## config.mk

```make
export PLATFORM = sky130hd
export DESIGN_NAME = dr_link_top
export DESIGN_NICKNAME = d
export VERILOG_FILES = /design/src/rtl/dr_link_pkg.sv /design/src/rtl/dr_encoder.sv /design/src/rtl/dr_completion.sv /design/src/rtl/dr_sender.sv /design/src/rtl/dr_receiver.sv /design/src/rtl/dr_link_top.sv
export SDC_FILE = /design/constraint.sdc
export NUM_CORES = 1
export LEC_CHECK = 0
export BUFFER_PORTS_ARGS = -buffer_cell sky130_fd_sc_hd__buf_4
export CAP_MARGIN = 0
export CORE_MARGIN = 3
export CORE_UTILIZATION = 35
export DETAILED_ROUTE_END_ITERATION = 12
export PLACE_DENSITY = 0.61
export SETUP_SLACK_MARGIN = 0.05
export SLEW_MARGIN = 20
export SYNTH_ARGS = -nofsm -noshare
export SYNTH_HDL_FRONTEND = slang
export SYNTH_SLANG_ARGS = --single-unit
```

## constraint.sdc

```tcl
create_clock -name clk -period 3.72 [get_ports clk]
set_clock_uncertainty 0.15 [all_clocks]
set_input_delay 0.558 -clock clk [delete_from_list [all_inputs] [get_ports clk]]
set_output_delay 0.558 -clock clk [all_outputs]
set_load 0.005 [all_outputs]
```

## src/rtl/dr_link_pkg.sv

```systemverilog
package dr_link_pkg;
  typedef enum logic [1:0] {TX_IDLE, TX_DRIVE, TX_SPACER} tx_state_e;
  typedef enum logic {RX_WAIT_WORD, RX_WAIT_SPACER} rx_state_e;
  localparam logic [1:0] CODE_SPACER = 2'b00;
  localparam logic [1:0] CODE_ONE    = 2'b01;
  localparam logic [1:0] CODE_ZERO   = 2'b10;
  localparam logic [1:0] CODE_BAD    = 2'b11;
endpackage

```

## src/rtl/dr_encoder.sv

```systemverilog
module dr_encoder #(
  parameter int W = 8
) (
  input  logic [W-1:0]   bits,
  output logic [2*W-1:0] rails
);
  import dr_link_pkg::*;
  for (genvar i = 0; i < W; i++) begin : g_pair
    assign rails[2*i +: 2] = bits[i] ? CODE_ONE : CODE_ZERO;
  end
endmodule

```

## src/rtl/dr_completion.sv

```systemverilog
module dr_completion #(
  parameter int W = 8
) (
  input  logic [2*W-1:0] rails,
  output logic           all_valid,
  output logic           all_spacer,
  output logic           any_bad,
  output logic [W-1:0]   bits
);
  import dr_link_pkg::*;
  logic [W-1:0] valid_v, zero_v, bad_v;
  for (genvar i = 0; i < W; i++) begin : g_pair
    assign valid_v[i] = (rails[2*i +: 2] == CODE_ONE) || (rails[2*i +: 2] == CODE_ZERO);
    assign zero_v[i]  = (rails[2*i +: 2] == CODE_SPACER);
    assign bad_v[i]   = (rails[2*i +: 2] == CODE_BAD);
    assign bits[i]    = (rails[2*i +: 2] == CODE_ONE);
  end
  assign all_valid  = &valid_v;
  assign all_spacer = &zero_v;
  assign any_bad    = |bad_v;
endmodule

```

## src/rtl/dr_sender.sv

```systemverilog
module dr_sender #(
  parameter int W = 8
) (
  input  logic           clk,
  input  logic           rst,
  input  logic           tx_valid,
  input  logic [W-1:0]   tx_data,
  output logic           tx_ready,
  output logic [2*W-1:0] tx_rails,
  input  logic           ack_in
);
  import dr_link_pkg::*;
  tx_state_e     st;
  logic [2*W-1:0] enc;
  logic           accept;

  dr_encoder #(.W(W)) u_enc (.bits(tx_data), .rails(enc));

  assign accept = tx_valid && tx_ready && !ack_in;

  always_ff @(posedge clk) begin
    if (rst) begin
      st       <= TX_IDLE;
      tx_rails <= '0;
      tx_ready <= 1'b1;
    end else begin
      case (st)
        TX_IDLE: if (accept) begin
          st       <= TX_DRIVE;
          tx_rails <= enc;
          tx_ready <= 1'b0;
        end
        TX_DRIVE: if (ack_in) begin
          st       <= TX_SPACER;
          tx_rails <= '0;
        end
        TX_SPACER: if (!ack_in) begin
          st       <= TX_IDLE;
          tx_ready <= 1'b1;
        end
        default: begin
          st       <= TX_IDLE;
          tx_rails <= '0;
          tx_ready <= 1'b1;
        end
      endcase
    end
  end

  logic [W-1:0] tx_bad;
  for (genvar i = 0; i < W; i++) begin : g_chk
    assign tx_bad[i] = (tx_rails[2*i +: 2] == CODE_BAD);
  end

  AST_TX_NO_BAD: assert property (@(posedge clk) disable iff (rst)
    tx_bad == '0);
  AST_TX_HOLD: assert property (@(posedge clk) disable iff (rst)
    (st == TX_DRIVE && !ack_in) |=> $stable(tx_rails));
  AST_TX_SPACER_AFTER_ACK: assert property (@(posedge clk) disable iff (rst)
    (st == TX_DRIVE && ack_in) |=> (tx_rails == '0));
  AST_TX_NEW_AFTER_ACK_LOW: assert property (@(posedge clk) disable iff (rst)
    (tx_rails != '0 && $past(tx_rails) == '0) |-> !$past(ack_in));
endmodule

```

## src/rtl/dr_receiver.sv

```systemverilog
module dr_receiver #(
  parameter int W = 8
) (
  input  logic           clk,
  input  logic           rst,
  input  logic [2*W-1:0] rx_rails,
  output logic           rx_ack,
  output logic [W-1:0]   rx_word,
  output logic           rx_strobe,
  output logic           rx_err
);
  import dr_link_pkg::*;
  rx_state_e    st;
  logic         all_valid, all_spacer, any_bad;
  logic [W-1:0] dec;

  dr_completion #(.W(W)) u_cd (
    .rails(rx_rails), .all_valid(all_valid), .all_spacer(all_spacer),
    .any_bad(any_bad), .bits(dec)
  );

  always_ff @(posedge clk) begin
    if (rst) begin
      st        <= RX_WAIT_WORD;
      rx_ack    <= 1'b0;
      rx_word   <= '0;
      rx_strobe <= 1'b0;
      rx_err    <= 1'b0;
    end else begin
      rx_strobe <= 1'b0;
      if (any_bad) rx_err <= 1'b1;
      case (st)
        RX_WAIT_WORD: if (all_valid) begin
          st        <= RX_WAIT_SPACER;
          rx_ack    <= 1'b1;
          rx_word   <= dec;
          rx_strobe <= 1'b1;
        end
        RX_WAIT_SPACER: if (all_spacer) begin
          st     <= RX_WAIT_WORD;
          rx_ack <= 1'b0;
        end
        default: begin
          st     <= RX_WAIT_WORD;
          rx_ack <= 1'b0;
        end
      endcase
    end
  end

  AST_ACK_RISE_FULL: assert property (@(posedge clk) disable iff (rst)
    $rose(rx_ack) |-> $past(all_valid));
  AST_ACK_FALL_SPACER: assert property (@(posedge clk) disable iff (rst)
    $fell(rx_ack) |-> $past(all_spacer));
  AST_WORD_ONLY_ON_STROBE: assert property (@(posedge clk) disable iff (rst)
    !$stable(rx_word) |-> rx_strobe);
  AST_STROBE_ONE_CYCLE: assert property (@(posedge clk) disable iff (rst)
    rx_strobe |=> !rx_strobe);
  AST_ERR_STICKY: assert property (@(posedge clk) disable iff (rst)
    rx_err |=> rx_err);
endmodule

```

## src/rtl/dr_link_top.sv

```systemverilog
module dr_link_top #(
  parameter int W = 8
) (
  input  logic           clk,
  input  logic           rst,
  input  logic           tx_valid,
  input  logic [W-1:0]   tx_data,
  output logic           tx_ready,
  output logic [2*W-1:0] tx_rails,
  input  logic           tx_ack,
  input  logic [2*W-1:0] rx_rails,
  output logic           rx_ack,
  output logic [W-1:0]   rx_word,
  output logic           rx_strobe,
  output logic           rx_err
);
  dr_sender #(.W(W)) u_tx (
    .clk(clk), .rst(rst), .tx_valid(tx_valid), .tx_data(tx_data),
    .tx_ready(tx_ready), .tx_rails(tx_rails), .ack_in(tx_ack)
  );

  dr_receiver #(.W(W)) u_rx (
    .clk(clk), .rst(rst), .rx_rails(rx_rails), .rx_ack(rx_ack),
    .rx_word(rx_word), .rx_strobe(rx_strobe), .rx_err(rx_err)
  );
endmodule

```

==> out/metrics.cfg, run 1 <==
[yosys]
netlist.area_leader.share = 0.364
ys_seq_elements = 31
yosysSeqAreaShare = 0.364
post-synth-top-area-cell = dfxtp_1
synth_cell_types = 30
synthTopCellsByArea = dfxtp_1 36%, ha_1 18%, o211ai_1 7.0%
yosys_warnings = 0
avgSynthCellArea_um2 = 9.17
yosysMostFrequentCell = dfxtp_1
synth_top_flop_cell = dfxtp_1
synth_fp_nets = 238
postSynthCellCount = 186
synth_edf_count = 0
synthArstFlopShare = 0
synth_common_cells = 31 x dfxtp_1, 24 x ha_1, 19 x a21oi_1, 19 x nand2b_1, 17 x inv_1
synth_area_um2 = 1710

[setup_path]
cp-end-kind = flip-flop
critical_path_class = in -> reg
cp.required_ns = 3.78
critPathMaxFanout = 8
startpoint_type = primary input
crit_arrival_ns = 2.00

[power]
p_leak_nw = 1.01
p_sw_mw = 0.198
power_frac_comb = 0.150
seqPwrFrac = 0.431
swShare = 0.243
vdd_drop_max_uv = 179
power.internal_mw = 0.618
p_per_area_nw_per_um2 = 360
clkPwrFrac = 0.419

[die]
std_cell_rows = 24
die_x_um = 75.8
ios = 56
initial_utilization = 0.376
coreArea_um2 = 4530
fp.dieArea_um2 = 5750
die_h_um = 75.8

[cells_and_area]
register_area_um2 = 621
diodes = 0
multiInputGateArea_um2 = 975
nNetsFinal = 289
drive_above_1_share = 0.277
syn_to_final_growth_pct = 33.2
n_fill_cell = 469

[timing]
whs_ns = 0.324
worstMarginPinSlew_ns = 0.796
tns_ns = 0
finalCritPeriodShare = 0.521
finalHoldViolCount = 0
period_minus_slack_ns = 1.94
slew_headroom = 0.469
slew_viol_final = 0
max_freq_mhz = 516
final.setup.worst_slack_ns = 1.78
setup_viol = 0
rsz0062_at_grt = false

[global_route]
grt_max_degree = 40
grt_pass1_wl_um = 6300
use_met1 = 0.175
grt_pass1_vias = 1452
use_met2 = 0.237
gr-total-overflow = 0
use_met3 = 0.0501
gr-usage-all-layers = 0.145
antenna_found_initial = 0
top_usage_layer = met2

[cts]
clk_latency_ns = 0.28
clkTransAtPathRegs_ns = 0.06
clkSinkCount = 31
hold_buffers = 0
cts_setup_buffers = 0
cts_buffers = 5
cts_tree = done
htree_levels = 2
post_cts_resized = 0
cts_root_buf = clkbuf_8
ctsLongestPathBuffers = 2

[drt]
route.detailed.drc = 0
drt_iter0_markers = 30
totalWireLength_um = 3720
wl_per_cell_um = 12.3
num_vias = 1466
ant_nets = 0
vias_per_cell = 4.84
firstDrtPassIters = 4

[run_status]
outcome = completed

[worst_hold_path]
hold_class = reg -> reg

[placement]
gp_congestion = 0.749
portBuffers = 55
pre_cts_ws_ns = 1.45
dp_hpwl_um = 2770

[flow_run]
cap_violations = 0

## path summary, 6_finish.rpt
path	start	end	slack, ns	cells past startpoint
worst min-delay path	u_rx.rx_word[3]	u_rx.rx_word[3]	0.32	2
worst min register to register	u_rx.rx_word[3]	u_rx.rx_word[3]	0.32	2
worst max register to register	u_tx.st[1]	u_tx.tx_rails[5]	1.82	3
worst max-delay path	rx_rails[3]	u_rx.rx_word[5]	1.78	6
## state kept, by name, indices dropped and copies added, names as in the netlist
| register | flops |
|---|---|
| u_tx.tx_rails | 16 |
| u_rx.rx_word | 8 |
| u_tx.st | 2 |
| u_rx.rx_ack | 1 |
| u_rx.rx_err | 1 |
| u_rx.rx_strobe | 1 |
| u_rx.st | 1 |
| u_tx.tx_ready | 1 |
## cells by family after synthesis
kind of cell	synth area share
AND/OR/NAND/NOR	0.192
XOR/XNOR	0.00514
multiplexers	0.0470
buffers and inverters	0.0668
flip-flops	0.364
adder cells (fa/ha/maj)	0.176
AO/OA/AOI/OAI	0.149
## cell type report
| cell class | count | area share |
|---|---|---|
| Inverter | 17 | 0.0281 |
| Timing Repair Buffer | 55 | 0.182 |
| Tap cell | 65 | 0.0358 |
| Multi-Input combinational cell | 127 | 0.429 |
| Clock inverter | 2 | 0.0154 |
| Sequential cell | 31 | 0.273 |
| Clock buffer | 6 | 0.0364 |
## layer usage
layer	part of all wire	wire (um)	vias up
met5	0	0	-
met4	0.010	38	0
met3	0.092	341	4
met2	0.48	1780	55
met1	0.42	1560	660
li1	-	-	747
## critical path: stages
cell      delay, ns
buf_4          0.08
inv_1          0.05
ha_1           0.28
nand2b_1       0.11
nor4_4         0.66
mux2i_1        0.26
## cell usage in the layout, fill, tap and decap left out, types with 2 or more instances in the layout
cell type,count
nand2_1,2
clkbuf_8,6
a21oi_1,19
nand3_1,9
nand4_1,2
or3_1,8
inv_1,17
buf_4,55
mux2i_1,8
nor2_1,5
o211ai_1,16
nand2b_1,19
ha_1,24
dfxtp_1,31
## power groups by stage
| stage | sequential (mW) | clock, mW | combinational, mW |
|---|---|---|---|
| 4_1_cts | 0.351 | 0.350 | 0.125 |
| 2_1_floorplan | 0.359 | 0 | 0.0670 |
| 6_report | 0.352 | 0.342 | 0.122 |
| 5_1_grt | 0.353 | 0.368 | 0.141 |
| 3_5_place_dp | 0.359 | 0 | 0.124 |
| 3_3_place_gp | 0.359 | 0 | 0.123 |
## through the flow
stage / instances / util / instance area (um2) / power, mW
floorplan: 186 / - / 1710 / 0.426
global placement: 295 / 0.474 / 2150 / 0.481
detailed placement: 295 / 0.474 / 2150 / 0.483
CTS: 303 / 0.500 / 2270 / 0.826
global route: 303 / 0.501 / 2270 / 0.861
finish: 303 / 0.501 / 2270 / 0.816
(Power assumes the default switching activity.)
==> run 2: changes to the inputs <==
==> constraint.sdc (replaced) <==
create_clock -name clk -period 2.03 [get_ports clk]
set_clock_uncertainty 0.15 [all_clocks]
set_input_delay 0.3045 -clock clk [delete_from_list [all_inputs] [get_ports clk]]
set_output_delay 0.3045 -clock clk [all_outputs]
set_load 0.005 [all_outputs]
==> run 2 against run 1 <==
Core utilization grew 0.25 points. Total power grew 67%. Worst hold slack worse by 0.18 ns. Setup slack worse by 1.4 ns. Sequential share of layout area is 0.13 points lower. First-iteration DRC count grew 93%. Routed wire length up 1.2%. Combinational power rose by 94%. Critical endpoint is now u_tx.tx_rails[5]. Largest cell class unchanged.
==> out/metrics.cfg, run 2 (synthesis results as in run 1) <==
[run_status]
outcome = completed

[drt]
wl_per_cell_um = 12.2
num_vias = 1477
drt_iter0_markers = 58
firstDrtPassIters = 3
route.detailed.drc = 0
vias_per_cell = 4.80
ant_nets = 0
totalWireLength_um = 3770

[die]
fp.dieArea_um2 = 5750
die_x_um = 75.8
die_h_um = 75.8
coreArea_um2 = 4530
ios = 56
std_cell_rows = 24
initial_utilization = 0.376

[timing]
period_minus_slack_ns = 1.66
finalCritPeriodShare = 0.816
slew_headroom = 0.597
rsz0062_at_grt = false
finalHoldViolCount = 0
tns_ns = 0
max_freq_mhz = 604
setup_viol = 0
worstMarginPinSlew_ns = 0.601
slew_viol_final = 0
final.setup.worst_slack_ns = 0.374
whs_ns = 0.140

[power]
power.internal_mw = 1.01
swShare = 0.259
p_sw_mw = 0.355
clkPwrFrac = 0.356
p_per_area_nw_per_um2 = 599
power_mw = 1.37
seqPwrFrac = 0.471
vdd_drop_max_uv = 196
power_frac_comb = 0.173
p_leak_nw = 1.02

[global_route]
antenna_found_initial = 0
grt_pass1_vias = 1478
grt_pass1_wl_um = 6550
gr-total-overflow = 0
grt_max_degree = 40
gr-usage-all-layers = 0.147

[cells_and_area]
diodes = 0
largest_reg_flops = 16
nNetsFinal = 295
mostFrequentLayoutCells = 61 x buf_4, 31 x dfxtp_1, 24 x ha_1
reg.largest.list = u_tx.tx_rails: 16 flops, u_rx.rx_word: 8 flops, u_tx.st: 2 flops
syn_to_final_growth_pct = 33.8
final-instance-count-excl-fill = 308
utilization = 0.503
stdcell_area_um2 = 2280
drive_above_1_share = 0.288
n_fill_cell = 475
regMostFlops = u_tx.tx_rails
final_common_cell = buf_4

[worst_hold_path]
hold_class = in -> reg

[placement]
place_area_um2 = 2190
place_inst = 301
gp_congestion = 0.803
portBuffers = 55
pre_cts_ws_ns = 0.261
dp_hpwl_um = 2840

[cts]
cts_root_buf = clkbuf_8
cts_buffers = 5
hold_buffers = 0
clkSinkCount = 31
cts_tree = done
clkTransAtPathRegs_ns = 0.06
post_cts_resized = 0
ctsLongestPathBuffers = 2
cts_setup_buffers = 0
clk_latency_ns = 0.28
htree_levels = 2

[setup_path]
cp-end-kind = flip-flop
crit_arrival_ns = 1.72
critPathMaxFanout = 13
cp.required_ns = 2.09
startpoint_type = flip-flop
critical_path_class = reg -> reg

[flow_run]
cap_violations = 0

-- run 2: layout make-up --
| type | count | area, um2 | share of cell area |
|---|---|---|---|
| clock buffer | 6 | 82.6 | 0.0362 |
| timing repair buffer | 61 | 458 | 0.201 |
| multi-input combinational | 127 | 971 | 0.425 |
| tap | 65 | 81.3 | 0.0356 |
| clock inverter | 1 | 5.00 | 0.00219 |
| sequential | 31 | 621 | 0.272 |
| inverter | 17 | 63.8 | 0.0280 |
-- run 2: final timing paths --
| path | startpoint | to | slack, ns | cells after the start |
|---|---|---|---|---|
| max | u_tx.st[1] | u_tx.tx_rails[5] | 0.37 | 4 |
| min | tx_data[5] | u_tx.tx_rails[10] | 0.14 | 3 |
| max reg2reg | u_tx.st[1] | u_tx.tx_rails[5] | 0.37 | 4 |
| min reg2reg | u_rx.rx_word[1] | u_rx.rx_word[1] | 0.32 | 2 |
-- run 2: worst max-delay path, stage by stage, from the launching register on --
cell and delay (ns):
dfxtp_1 0.37, or3b_1 0.41, buf_4 0.19, or3_1 0.35
a21oi_1 0.13
-- run 2: power by group through the flow --
stage                     logic [mW]  clock network [mW]  registers [mW]
final                          0.237               0.486           0.644
after global routing           0.273               0.531           0.647
after CTS                      0.241               0.502           0.644
after detailed placement       0.241                   0           0.658
after global placement         0.238                   0           0.658
after floorplan                0.123                   0           0.658
-- run 2: routing by layer --
metal / vias up / global-route usage / part of all wire
met4: 0 / 0.0524 / 0.015
li1: 753 / - / -
met5: - / 0 / 0
met2: 45 / 0.238 / 0.46
met3: 6 / 0.0449 / 0.076
met1: 673 / 0.185 / 0.45
